$ cat src/rtl/irq_xlate_pkg.sv
package irq_xlate_pkg;

  // Collision policy encoding; code 3 behaves as the error policy.
  typedef enum logic [1:0] {
    POL_ERROR   = 2'd0,
    POL_REPLACE = 2'd1,
    POL_SUBST   = 2'd2,
    POL_ERROR_B = 2'd3
  } coll_pol_e;

  // Outcome of offering a candidate vector to the pending slot.
  typedef enum logic [1:0] {
    OUT_NONE  = 2'd0,
    OUT_LOAD  = 2'd1,
    OUT_DROP  = 2'd2,
    OUT_FAULT = 2'd3
  } slot_out_e;

endpackage

$ cat src/rtl/irq_xlate_table.sv
module irq_xlate_table #(
  parameter int DEPTH = 8,
  parameter int VAL_W = 16,
  parameter int VEC_W = 8,
  localparam int IDX_W = (DEPTH > 1) ? $clog2(DEPTH) : 1
) (
  input  logic             clk,
  input  logic             rst,
  input  logic             wr_en,
  input  logic [IDX_W-1:0] wr_idx,
  input  logic [VAL_W-1:0] wr_value,
  input  logic [VEC_W-1:0] wr_vector,
  input  logic [VAL_W-1:0] lk_value,
  output logic             lk_hit,
  output logic [VEC_W-1:0] lk_vector
);

  logic [VAL_W-1:0] ent_val [DEPTH];
  logic [VEC_W-1:0] ent_vec [DEPTH];
  logic [DEPTH-1:0] live;
  logic [DEPTH-1:0] match;

  genvar g;
  generate
    for (g = 0; g < DEPTH; g++) begin : g_ent
      always_ff @(posedge clk) begin
        if (rst) begin
          ent_val[g] <= '0;
          ent_vec[g] <= '0;
        end else if (wr_en && (int'(wr_idx) == g)) begin
          ent_val[g] <= wr_value;
          ent_vec[g] <= wr_vector;
        end
      end

      // An entry counts only if it and every entry below it are nonzero.
      if (g == 0) begin : g_first
        assign live[g] = (ent_val[g] != '0);
      end else begin : g_rest
        assign live[g] = live[g-1] && (ent_val[g] != '0);
      end

      assign match[g] = live[g] && (ent_val[g] == lk_value);
    end
  endgenerate

  // Lowest matching index wins.
  always_comb begin
    lk_hit    = 1'b0;
    lk_vector = '0;
    for (int i = DEPTH - 1; i >= 0; i--) begin
      if (match[i]) begin
        lk_hit    = 1'b1;
        lk_vector = ent_vec[i];
      end
    end
  end

endmodule

$ cat src/rtl/irq_pend_slot.sv
module irq_pend_slot
  import irq_xlate_pkg::*;
#(
  parameter int VEC_W = 8
) (
  input  logic             clk,
  input  logic             rst,
  input  logic             ack,
  input  logic             cand_ok,
  input  logic [VEC_W-1:0] cand_vec,
  input  logic [1:0]       policy,
  input  logic [VEC_W-1:0] subst_vec,
  output logic [VEC_W-1:0] pend_vec,
  output logic             fault
);

  logic [VEC_W-1:0] base_vec;
  slot_out_e        outcome;
  logic [VEC_W-1:0] load_vec;

  // Classifies a candidate against the slot contents left after any accept.
  function automatic slot_out_e classify(input logic ok,
                                         input logic [VEC_W-1:0] cur,
                                         input logic [VEC_W-1:0] cand,
                                         input logic [1:0] pol);
    if (!ok)                          return OUT_NONE;
    if (cur == '0)                    return OUT_LOAD;
    if (cand == cur)                  return OUT_DROP;
    if (coll_pol_e'(pol) == POL_REPLACE ||
        coll_pol_e'(pol) == POL_SUBST) return OUT_LOAD;
    return OUT_FAULT;
  endfunction

  assign base_vec = ack ? '0 : pend_vec;
  assign outcome  = classify(cand_ok, base_vec, cand_vec, policy);
  assign load_vec = (base_vec != '0 && coll_pol_e'(policy) == POL_SUBST)
                    ? subst_vec : cand_vec;
  assign fault    = (outcome == OUT_FAULT);

  always_ff @(posedge clk) begin
    if (rst) begin
      pend_vec <= '0;
    end else if (outcome == OUT_LOAD) begin
      pend_vec <= load_vec;
    end else begin
      pend_vec <= base_vec;
    end
  end

endmodule

$ cat src/rtl/irq_err_flag.sv
module irq_err_flag (
  input  logic clk,
  input  logic rst,
  input  logic set,
  input  logic clr,
  output logic flag
);

  always_ff @(posedge clk) begin
    if (rst)       flag <= 1'b0;
    else if (set)  flag <= 1'b1;
    else if (clr)  flag <= 1'b0;
  end

endmodule

$ cat src/rtl/irq_vec_xlate.sv
module irq_vec_xlate #(
  parameter int DEPTH = 8,
  parameter int VAL_W = 16,
  parameter int VEC_W = 8,
  localparam int IDX_W = (DEPTH > 1) ? $clog2(DEPTH) : 1
) (
  input  logic             clk,
  input  logic             rst,
  input  logic             evt_valid,
  input  logic [VAL_W-1:0] evt_value,
  input  logic             xlate_en,
  input  logic             tbl_wr_en,
  input  logic [IDX_W-1:0] tbl_wr_idx,
  input  logic [VAL_W-1:0] tbl_wr_value,
  input  logic [VEC_W-1:0] tbl_wr_vector,
  input  logic [1:0]       policy,
  input  logic [VEC_W-1:0] subst_vector,
  output logic             cpu_req,
  output logic [VEC_W-1:0] cpu_vector,
  input  logic             cpu_ack,
  input  logic             err_clr,
  output logic             err
);

  // Named internal events, also watched by the checker.
  logic             evt_take;
  logic             lk_hit;
  logic [VEC_W-1:0] lk_vector;
  logic             lk_miss;
  logic [VEC_W-1:0] mapped_vec;
  logic             cand_ok;
  logic             abort_evt;
  logic             tbl_wr_ok;

  assign evt_take   = evt_valid && (evt_value != '0);
  assign tbl_wr_ok  = tbl_wr_en && !cpu_req;
  assign lk_miss    = evt_take && xlate_en && !lk_hit;
  assign mapped_vec = xlate_en ? lk_vector : evt_value[VEC_W-1:0];
  assign cand_ok    = evt_take && !lk_miss && (mapped_vec != '0);

  irq_xlate_table #(
    .DEPTH(DEPTH), .VAL_W(VAL_W), .VEC_W(VEC_W)
  ) u_table (
    .clk      (clk),
    .rst      (rst),
    .wr_en    (tbl_wr_ok),
    .wr_idx   (tbl_wr_idx),
    .wr_value (tbl_wr_value),
    .wr_vector(tbl_wr_vector),
    .lk_value (evt_value),
    .lk_hit   (lk_hit),
    .lk_vector(lk_vector)
  );

  irq_pend_slot #(
    .VEC_W(VEC_W)
  ) u_slot (
    .clk      (clk),
    .rst      (rst),
    .ack      (cpu_ack),
    .cand_ok  (cand_ok),
    .cand_vec (mapped_vec),
    .policy   (policy),
    .subst_vec(subst_vector),
    .pend_vec (cpu_vector),
    .fault    (abort_evt)
  );

  irq_err_flag u_err (
    .clk (clk),
    .rst (rst),
    .set (lk_miss || abort_evt),
    .clr (err_clr),
    .flag(err)
  );

  assign cpu_req = (cpu_vector != '0);

endmodule

$ cat config.mk
export PLATFORM = sky130hd
export DESIGN_NAME = irq_vec_xlate
export DESIGN_NICKNAME = d
export VERILOG_FILES = /design/src/rtl/irq_xlate_pkg.sv /design/src/rtl/irq_xlate_table.sv /design/src/rtl/irq_pend_slot.sv /design/src/rtl/irq_err_flag.sv /design/src/rtl/irq_vec_xlate.sv
export SDC_FILE = /design/constraint.sdc
export NUM_CORES = 1
export LEC_CHECK = 0
export ABC_AREA = 1
export BUFFER_PORTS_ARGS = -buffer_cell sky130_fd_sc_hd__buf_4
export CORE_MARGIN = 4
export CORE_UTILIZATION = 45
export CTS_CLUSTER_DIAMETER = 120
export CTS_CLUSTER_SIZE = 12
export DETAILED_ROUTE_END_ITERATION = 8
export PLACE_DENSITY = 0.69
export REMOVE_ABC_BUFFERS = 1
export SETUP_SLACK_MARGIN = 0.5
export SLEW_MARGIN = 20
export SYNTH_ARGS = -nofsm -noshare
export SYNTH_HDL_FRONTEND = slang
export SYNTH_SLANG_ARGS = --single-unit
$ cat constraint.sdc
create_clock -name clk -period 5.1 [get_ports clk]
set_input_delay 0.51 -clock clk [delete_from_list [all_inputs] [get_ports clk]]
set_output_delay 0.51 -clock clk [all_outputs]
set_load 0.02 [all_outputs]
==> results.ini, run 1 <==
[run_status]
status=complete, no violations

[global_route]
grt_antenna_before_repair=0
overflow=0
grt_pass1_wl_mm=42.8
first_global_vias=7883
grt_max_degree=25
grtUsageTotal=0.204

[synth]
async_flop_share=0
yosysTopAreaCell=edfxtp_1
syn_avg_cell_area_um2=8.93
ys_seq_area_frac=0.546
postSynth.topFlopCell=edfxtp_1
ys_ff_latch=201
yosysWarnings=0
yosysTopAreaCellShare=0.529
netlist_top_cells_area=edfxtp_1, nor2_1, nand2_1, xor2_1, xnor2_1
synth_top_cells_by_count=nor2_1, nand2_1, edfxtp_1, inv_1, nand3_1
syn_inst=1220
synth.distinct_cells=42
synth-edff-count=192
yosysMostFrequentCell=nor2_1
syn_area_mm2=0.0109

[die]
start_util=0.461
core_mm2=0.0236
die_h_um=164
ios=70
die_area_mm2=0.0268
die_x_um=164
num_rows=56

[timing]
rsz0062_at_grt=false
slew_headroom=0.245
period_minus_slack_ns=3.39
worst_slew_pin_slew_ns=1.13
clock_skew_ns=0.00613
worst_slack_ns=1.71
drv_slew=0
tns_ns=0
max_freq_mhz=295
post-route-period-util=0.664
hold_violations=0
setup_viol=0

[worst_setup_path]
cp.arrival_ns=3.77
r2r_setup_slack_ns=1.71
path_max_fanout=16
cp-end-kind=flip-flop
crit_type=flip-flop to flip-flop
startpoint_type=flip-flop
worstPathRequired_ns=5.48

[drt]
wire_per_inst_um=17.1
firstDrtPassIters=5
routed_via_density=5.19
final_antenna_net_count=0
dr_total_vias=8266
drt_iter0_drc=638
wl_mm=27.2
drc=0

[clock_tree]
cts_sinks=201
cts_hold_buf=0
cts_setup_buffers=0
root_buffer=clkbuf_16
worstSkewPairLatency_ns=0.49
htreeDepth=1
cts_resized=0
cts.clk_slew.worst_paths_ns=0.06
cts_tree=done
cts_max_path_buffers=3
cts_buffers=20

[power]
power.density_mw_per_mm2=301
vdd_ir_drop_max_mv=0.178
p_leak_uw=0.00521
total_power_uw=3640

[worst_hold_path]
worstHoldPathType=input port to flip-flop

[layout]
diodes=0
nets=1329
drive_above_1_share=0.125
area_delta_synth_final_pct=11.2
postLayoutCoreUtil=0.513

[placed_design]
io_buffers=69
hpwl_mm=19.8
place_congestion=0.919
dp_slack_ns=1.67

[flow_run]
drv_cap=0

==> routing by layer <==
metal / wire (µm) / vias up / track usage
met4: 524 / 0 / 0.0511
met1: 11800 / 3918 / 0.289
met2: 13000 / 283 / 0.337
li1: - / 4029 / -
met5: 0 / - / 0
met3: 1840 / 36 / 0.0242
==> final cells by class <==
| type | count | area [µm²] |
|---|---|---|
| clock inverter | 1 | 5.00 |
| sequential | 201 | 5950 |
| fill | 2153 | 11500 |
| inverter | 106 | 405 |
| clock buffer | 28 | 552 |
| multi-input combinational | 869 | 4290 |
| tap | 319 | 399 |
| timing repair buffer | 70 | 526 |
==> kinds of logic after synthesis <==
logic type,after synthesis,share of synthesized area
AO/OA/AOI/OAI,49,0.0244
XOR/XNOR,96,0.0772
adder cells (fa/ha/maj),1,0.00115
buffers and inverters,150,0.0623
flip-flops,201,0.546
AND/OR/NAND/NOR,723,0.289
==> registers in the layout, summed over array words and instances (netlist names) <==
register and cells:
u_slot.pend_vec 8, u_table.ent_val 128, u_table.ent_vec 64, u_err.flag 1
==> layout by cell type, fill, tap and decap left out, drive strengths merged, types with 27 or more instances in the layout <==
cell type / n
or2: 28
nor2: 324
nand3: 57
xor2: 53
inv: 105
buf: 70
xnor2: 43
nand4: 27
clkbuf: 28
edfxtp: 192
a21oi: 28
nand2: 250
==> critical path, cell delays in order (launching register included) <==
cell and delay (ns):
edfxtp_1 0.41, nor2_1 0.20, nand2_1 0.09, nor2_1 0.16, nand2_2 0.09, nand2_4 0.12
nor2_8 0.05, nand2_1 0.08, inv_1 0.05, nand2_1 0.36, inv_1 0.19, a21oi_1 0.14
o21ai_1 0.09, nand2_1 0.06, nand2_1 0.05, nand2_1 0.07, nand2_1 0.07, nand2_2 0.09
nand2_1 0.08, nand2_1 0.06, nand3_1 0.07, nor2_1 0.13, nand2_1 0.11, nand2_2 0.09
nand2_4 0.12, a21oi_1 0.17, nor2_1 0.06
==> metrics by stage <==
step           instance area [µm²]  hold slack (ns)  std cells
3_5_place_dp                 11500            0.561       1565
2_1_floorplan                10600            0.579       1176
4_1_cts                      12100            0.172       1594
5_1_grt                      12100            0.179       1594
6_report                     12100            0.183       1594
3_3_place_gp                 11500            0.601       1565
==> report_power, final <==
group / internal (µW) / leakage (µW) / switching (µW) / total (µW)
clock network: 745 / 0.000271 / 585 / 1330
logic: 135 / 0.00286 / 254 / 389
registers: 1880 / 0.00208 / 41.9 / 1920
==> final timing paths <==
check,from,endpoint,cells after the start
setup reg to reg,u_table.ent_val[0][29],u_slot.pend_vec[5],26
hold reg to reg,u_err.flag,u_err.flag,3
hold / removal,rst,u_err.flag,2
setup / recovery,u_table.ent_val[0][29],u_slot.pend_vec[5],26
Note: power is estimated with default switching activity, not from simulation.
==> run 2: changes to the inputs <==
Settings changed: ABC_AREA 1 to 0, PLACE_DENSITY 0.69 to 0.71.
Clock period 5.1 ns to 2.8 ns, I/O delays scaled along.
==> run 2 against run 1 <==
Compared with the run above:
- the run now ends with negative setup slack left
- setup slack got worse by 2.8 ns
- final area rose by 20%
- sequential power rose by 84%
- non-clock buffer count rose by 231
- combinational power rose to 2.5 times the previous value
- via count rose by 8.3%
- final cell count fell by 2.4%
- power rose by 90%
==> results.ini, run 2 <==
[run_status]
status=finished with violations
violations=negative setup slack

[global_route]
grt_antenna_before_repair=0  ; unchanged
grtUsageTotal=0.250  ; +0.0464
first_global_vias=8777  ; +11%
overflow=0  ; unchanged
grt_pass1_wl_mm=51.0  ; +19%
grt_max_degree=31  ; +24%

[synth]
ys_ff_latch=201  ; unchanged
synth_top_cells_by_count=and2_1, edfxtp_1, xor2_1, nor4_1, nand2_1
synth.distinct_cells=77  ; +83%
ys_seq_area_frac=0.540  ; -0.00583
yosysTopAreaCellShare=0.524  ; -0.00565
async_flop_share=0  ; unchanged
synth-edff-count=192  ; unchanged
yosysTopAreaCell=edfxtp_1
syn_area_mm2=0.0110  ; +1.1%
yosysWarnings=0  ; unchanged
netlist_top_cells_area=edfxtp_1, and2_1, xor2_1, nor4_1, xnor2_1
syn_avg_cell_area_um2=11.6  ; +30%
postSynth.topFlopCell=edfxtp_1
yosysMostFrequentCell=and2_1
syn_inst=952  ; -22%

[worst_hold_path]
holdPathStages=3  ; +1
min_to=u_err.flag
hold_start=err_clr
worstHoldPathType=input port to flip-flop

[die]
die_area_mm2=0.0270  ; +1.0%
die_x_um=164  ; +0.51%
ios=70  ; unchanged
core_mm2=0.0238  ; +0.59%
die_h_um=164  ; +0.51%
num_rows=56  ; unchanged
start_util=0.464  ; +0.00223

[timing]
hold_violations=0  ; unchanged
rsz0062_at_grt=true
clock_skew_ns=0.0158  ; +0.00969 ns
period_minus_slack_ns=3.87  ; +0.489 ns
tns_ns=-9.45  ; -9.45 ns
drv_slew=0  ; unchanged
post-route-period-util=1.38  ; +0.720
max_freq_mhz=258  ; -13%
setup_viol=9  ; +9
slew_headroom=0.594  ; +0.349
worst_slew_pin_slew_ns=0.607  ; -0.523 ns
holdWs_ns=0.0744  ; -0.108 ns
worst_slack_ns=-1.07  ; -2.79 ns

[placed_design]
io_buffers=69  ; unchanged
place_congestion=1.00  ; +9.0%
hpwl_mm=24.0  ; +21%

[worst_setup_path]
r2r_setup_slack_ns=-1.07  ; -2.79 ns
max_stage_delay_ns=0.41  ; about the same
path_cells=buf_4 -> nor4_1 -> buf_4 -> nand4_1 -> and4_4 -> buf_4 -> a22oi_2 -> o21ai_2 -> buf_4 -> a2111oi_2 -> buf_4 -> o211ai_1 -> o22ai_2 -> o32ai_4 -> o41ai_4 -> buf_12 -> mux2_4
cp.arrival_ns=4.26  ; +0.49 ns
path_max_fanout=8  ; -8
cp_slowest_cell=edfxtp_1
cp-end-kind=flip-flop
path_common_cell=buf_4
r2r-start=u_table.ent_val[0][36]
worstPathRequired_ns=3.18  ; -2.30 ns
rr_endpoint=u_slot.pend_vec[7]
crit_type=flip-flop to flip-flop
startpoint_type=flip-flop
r2r_cells=17  ; -35%

[layout]
fillers=1845  ; -14%
multi_input_area_mm2=0.00523  ; +22%
final_cell_mix=buf_4, and2_1, edfxtp_1
diodes=0  ; unchanged
drive_above_1_share=0.339  ; +0.214
largest_reg_flops=128  ; unchanged
top_register=u_table.ent_val
top_regs=u_table.ent_val x128, u_table.ent_vec x64, u_slot.pend_vec x8
area_delta_synth_final_pct=32.3
regArea_mm2=0.00595  ; unchanged
nets=1291  ; -2.9%
layout_commonest_cell=buf_4

[clock_tree]
worstSkewPairLatency_ns=0.51  ; +0.02 ns
root_buffer=clkbuf_16
cts_max_path_buffers=3  ; unchanged
htreeDepth=1  ; unchanged
cts.clk_slew.worst_paths_ns=0.07  ; about the same
cts_buffers=20  ; unchanged
cts_tree=done
cts_sinks=201  ; unchanged

[power]
p_leak_uw=0.00589  ; +13%
power.density_mw_per_mm2=475  ; +58%
vdd_ir_drop_max_mv=0.455  ; +160%

[drt]
wl_mm=34.4  ; +26%
routed_via_density=5.76  ; +11%
drc=0  ; unchanged
drt_iter0_drc=1009  ; +58%
wire_per_inst_um=22.1  ; +30%
firstDrtPassIters=8  ; +3
dr_total_vias=8956  ; +8.3%
final_antenna_net_count=0  ; unchanged

[flow_run]
drv_cap=0  ; unchanged

run 2: critical path: cells and delay by family, from the launching register on:
family | cells | cell delay [ns]
flip-flops | 1 | 0.41
buffers and inverters | 6 | 0.98
AND/OR/NAND/NOR | 3 | 0.67
multiplexers | 1 | 0.30
AO/OA/AOI/OAI | 7 | 1.38
run 2: final cells by class:
cell class | count | area share
sequential | 201 | 0.408
clock inverter | 2 | 0.00146
timing repair buffer | 301 | 0.165
tap | 319 | 0.0274
inverter | 13 | 0.00335
multi-input combinational | 693 | 0.359
clock buffer | 26 | 0.0359
run 2: worst max path at each step:
stage               slack (ns)                  to                    from
floorplan                -0.73  u_slot.pend_vec[0]   u_table.ent_val[1][1]
global placement         -1.15  u_slot.pend_vec[7]   u_table.ent_val[1][1]
detailed placement       -1.22  u_slot.pend_vec[7]   u_table.ent_val[1][1]
CTS                      -1.09  u_slot.pend_vec[7]  u_table.ent_val[0][42]
global route             -1.20  u_slot.pend_vec[4]  u_table.ent_val[0][35]
finish                   -1.07  u_slot.pend_vec[7]  u_table.ent_val[0][36]
run 2: logic make-up (layout without fill, tap and decap cells):
group / count (synthesis) / in the layout / synth area share
buffers and inverters: 58 / 342 / 0.0289
adder cells (fa/ha/maj): 1 / 1 / 0.00114
flip-flops: 201 / 201 / 0.540
XOR/XNOR: 128 / 128 / 0.104
AND/OR/NAND/NOR: 462 / 462 / 0.250
multiplexers: 10 / 10 / 0.0127
AO/OA/AOI/OAI: 92 / 92 / 0.0633
run 2: per-layer routing:
metal  part of all wire  up-vias  global-route usage
li1                   -     4049                   -
met1               0.40     4373               0.348
met2               0.48      457               0.417
met3              0.090       77              0.0374
met4              0.026        0              0.0612
met5                  0        -                   0
run 2: power by group:
part           switching [µW]  total (µW)  internal, µW
Sequential               93.5        3530          3440
Combinational             533         980           446
Clock                    1110        2410          1300
Total                    1730        6920          5190
run 2: stage by stage:
stage | utilization | instances | setup WS [ns] | power, µW | instance area [µm²]
global placement | 0.562 | 1505 | -1.15 | 4460 | 13400
finish | 0.613 | 1555 | -1.07 | 6920 | 14600
floorplan | - | 907 | -0.734 | 3930 | 10700
detailed placement | 0.562 | 1505 | -1.22 | 4470 | 13400
global route | 0.613 | 1555 | -1.20 | 7120 | 14600
CTS | 0.601 | 1546 | -1.09 | 6890 | 14300
run 2: repair_timing:
action	4_1_cts	5_1_grt
pin swaps	31	37
setup buffers	13	9
setup endpoints to repair	9	57
hold buffers	0	0
gates resized for setup	47	43
==> run 3: changes to the inputs <==
Settings changed: ABC_CLOCK_PERIOD_IN_PS set to 2800, PLACE_DENSITY 0.71 to 0.69.
==> run 3 against run 2 <==
Compared with the run above:
- the flow still finishes with violations (negative setup slack)
- combinational power fell by 7.7%
- non-clock buffer count fell by 53
- routed wire length fell by 0.51%
- global-route usage rose by 0.19 points
- critical path depth fell by 3
- via count fell by 4.8%
- register-to-register slack improved by 0.17 ns
- clock skew fell by 0.0057 ns
- highest routed layer unchanged
==> results.ini, run 3 (synthesis results as in run 2) <==
[clock_tree]
cts_sinks=201  ; unchanged
cts_max_path_buffers=3  ; unchanged
root_buffer=clkbuf_16
cts_hold_buf=0  ; unchanged
cts.clk_slew.worst_paths_ns=0.06  ; about the same
cts_tree=done
cts_buffers=20  ; unchanged
htreeDepth=1  ; unchanged
worstSkewPairLatency_ns=0.51  ; about the same

[worst_setup_path]
worstPathRequired_ns=3.19  ; about the same
max_stage_delay_ns=0.43  ; +0.02 ns
crit_type=flip-flop to flip-flop
path_common_cell=buf_4
cp_top_family=compound AO/OA/AOI/OAI gates
path_cells=nor4_2 -> buf_4 -> nand4_1 -> nand2_2 -> nor3_4 -> a221o_1 -> a2111oi_2 -> buf_4 -> o211ai_1 -> o22ai_1 -> o32ai_2 -> o41ai_4 -> buf_4 -> mux2_4
path_max_fanout=4  ; -4
cp-end-kind=flip-flop
cp.arrival_ns=4.10  ; -0.16 ns
cp_slowest_cell=edfxtp_1
startpoint_type=flip-flop
cp_num_buf_inv=3  ; -3

[drt]
final_antenna_net_count=0  ; unchanged
wire_per_inst_um=22.8  ; +3.0%
drc=0  ; unchanged
wl_mm=34.2  ; -0.51%
firstDrtPassIters=7  ; -1
drt_iter0_drc=729  ; -28%
dr_total_vias=8525  ; -4.8%
routed_via_density=5.68  ; -1.5%

[die]
die_h_um=164  ; unchanged
die_x_um=164  ; unchanged
start_util=0.464  ; unchanged
core_mm2=0.0238  ; unchanged
ios=70  ; unchanged
num_rows=56  ; unchanged
die_area_mm2=0.0270  ; unchanged

[timing]
clock_skew_ns=0.0101  ; -0.00574 ns
max_freq_mhz=270  ; +4.5%
period_minus_slack_ns=3.71  ; -0.167 ns
setup_viol=9  ; unchanged
drv_slew=0  ; unchanged
worst_slack_ns=-0.908  ; +0.167 ns
hold_violations=0  ; unchanged
tns_ns=-8.00  ; +1.45 ns
post-route-period-util=1.32  ; -0.0597
slew_headroom=0.631  ; +0.0368
rsz0062_at_grt=true
worst_slew_pin_slew_ns=0.552  ; -0.0551 ns

[placed_design]
dp_cells=1467  ; -2.5%
hpwl_mm=24.5  ; +2.1%
io_buffers=69  ; unchanged
place_congestion=0.965  ; -3.7%

[layout]
largest_reg_flops=128  ; unchanged
diodes=0  ; unchanged
layout_commonest_cell=buf_4
drive_above_1_share=0.297  ; -0.0423
top_register=u_table.ent_val
regArea_mm2=0.00595  ; unchanged
fillers=1930  ; +4.6%
area_delta_synth_final_pct=27.2
nets=1238  ; -4.1%
multi_input_area_mm2=0.00509  ; -2.6%
final_cell_mix=buf_4, and2_1, edfxtp_1
instances_no_fill=1502  ; -3.4%
top_regs=u_table.ent_val x128, u_table.ent_vec x64, u_slot.pend_vec x8

[run_status]
status=finished with violations
violations=negative setup slack

[power]
p_int_uw=5140  ; -1.0%
switching_share=0.249  ; -0.00171
p_leak_uw=0.00555  ; -5.7%
vdd_ir_drop_max_mv=0.539  ; +19%
p_clk_frac=0.350  ; +0.002
p_sw_uw=1700  ; -1.9%
seqPwrFrac=0.518  ; +0.008
power_frac_comb=0.132  ; -0.010
power.density_mw_per_mm2=488  ; +2.7%

[global_route]
overflow=0  ; unchanged
grtUsageTotal=0.252  ; +0.00185
first_global_vias=8523  ; -2.9%
grt_pass1_wl_mm=50.8  ; -0.47%
grt_antenna_before_repair=3  ; +3
grt_max_degree=31  ; unchanged

[flow_run]
drv_cap=0  ; unchanged

[worst_hold_path]
worstHoldPathType=input port to flip-flop

[run 3: cell count changes in the layout (fill, tap and decap cells not counted), sizes merged]
cell | previous run | this run
buf | 301 | 248
[run 3: final cells by class]
class                   instances  share of cell area
inverters                      13             0.00348
flip-flops and latches        201               0.425
repair buffers                248               0.141
clock inverters                 2             0.00152
well taps                     319              0.0285
multi-input cells             693               0.363
clock buffers                  26              0.0373
[run 3: power by group through the flow]
stage	Combinational, µW	Sequential, µW	Clock [µW]
finish	905	3540	2390
global route	963	3550	2560
CTS	876	3530	2420
detailed placement	855	3590	0
global placement	844	3590	0
floorplan	360	3580	0
[run 3: worst paths after layout]
check / startpoint / endpoint / slack (ns) / cells after the start
min reg2reg: u_err.flag / u_err.flag / 0.50 / 2
max reg2reg: u_table.ent_val[0][17] / u_slot.pend_vec[4] / -0.91 / 14
max: u_table.ent_val[0][17] / u_slot.pend_vec[4] / -0.91 / 14
min: err_clr / u_err.flag / 0.06 / 3
[run 3: what timing repair did]
action	CTS	global route
buffers inserted	5	2
setup endpoints to repair	9	81
pin swaps	22	2
gates resized for setup	31	24
[run 3: worst reg2reg max path: stages, from the launching register on]
cell and delay [ns]:
edfxtp_1 0.43, nor4_2 0.35, buf_4 0.17, nand4_1 0.16, nand2_2 0.19, nor3_4 0.07, a221o_1 0.42, a2111oi_2 0.36
buf_4 0.18, o211ai_1 0.12, o22ai_1 0.25, o32ai_2 0.14, o41ai_4 0.24, buf_4 0.21, mux2_4 0.30
[run 3: through the flow]
step / util / area, µm² / power (µW) / worst slack, ns / hold slack, ns
2_1_floorplan: - / 10700 / 3930 / -0.734 / 0.349
3_3_place_gp: 0.552 / 13100 / 4430 / -1.15 / 0.489
3_5_place_dp: 0.552 / 13100 / 4440 / -1.10 / 0.494
4_1_cts: 0.583 / 13900 / 6830 / -0.884 / 0.0602
5_1_grt: 0.590 / 14000 / 7070 / -1.04 / 0.0755
6_report: 0.590 / 14000 / 6830 / -0.908 / 0.0609
[run 3: metal layers]
metal,global-route usage,up-vias,share of wire,routed length (µm)
met4,0.0790,0,0.034,1160
met3,0.0407,74,0.082,2790
met2,0.415,374,0.47,16000
met1,0.346,4139,0.42,14300
met5,0,-,0,0
li1,-,3938,-,-
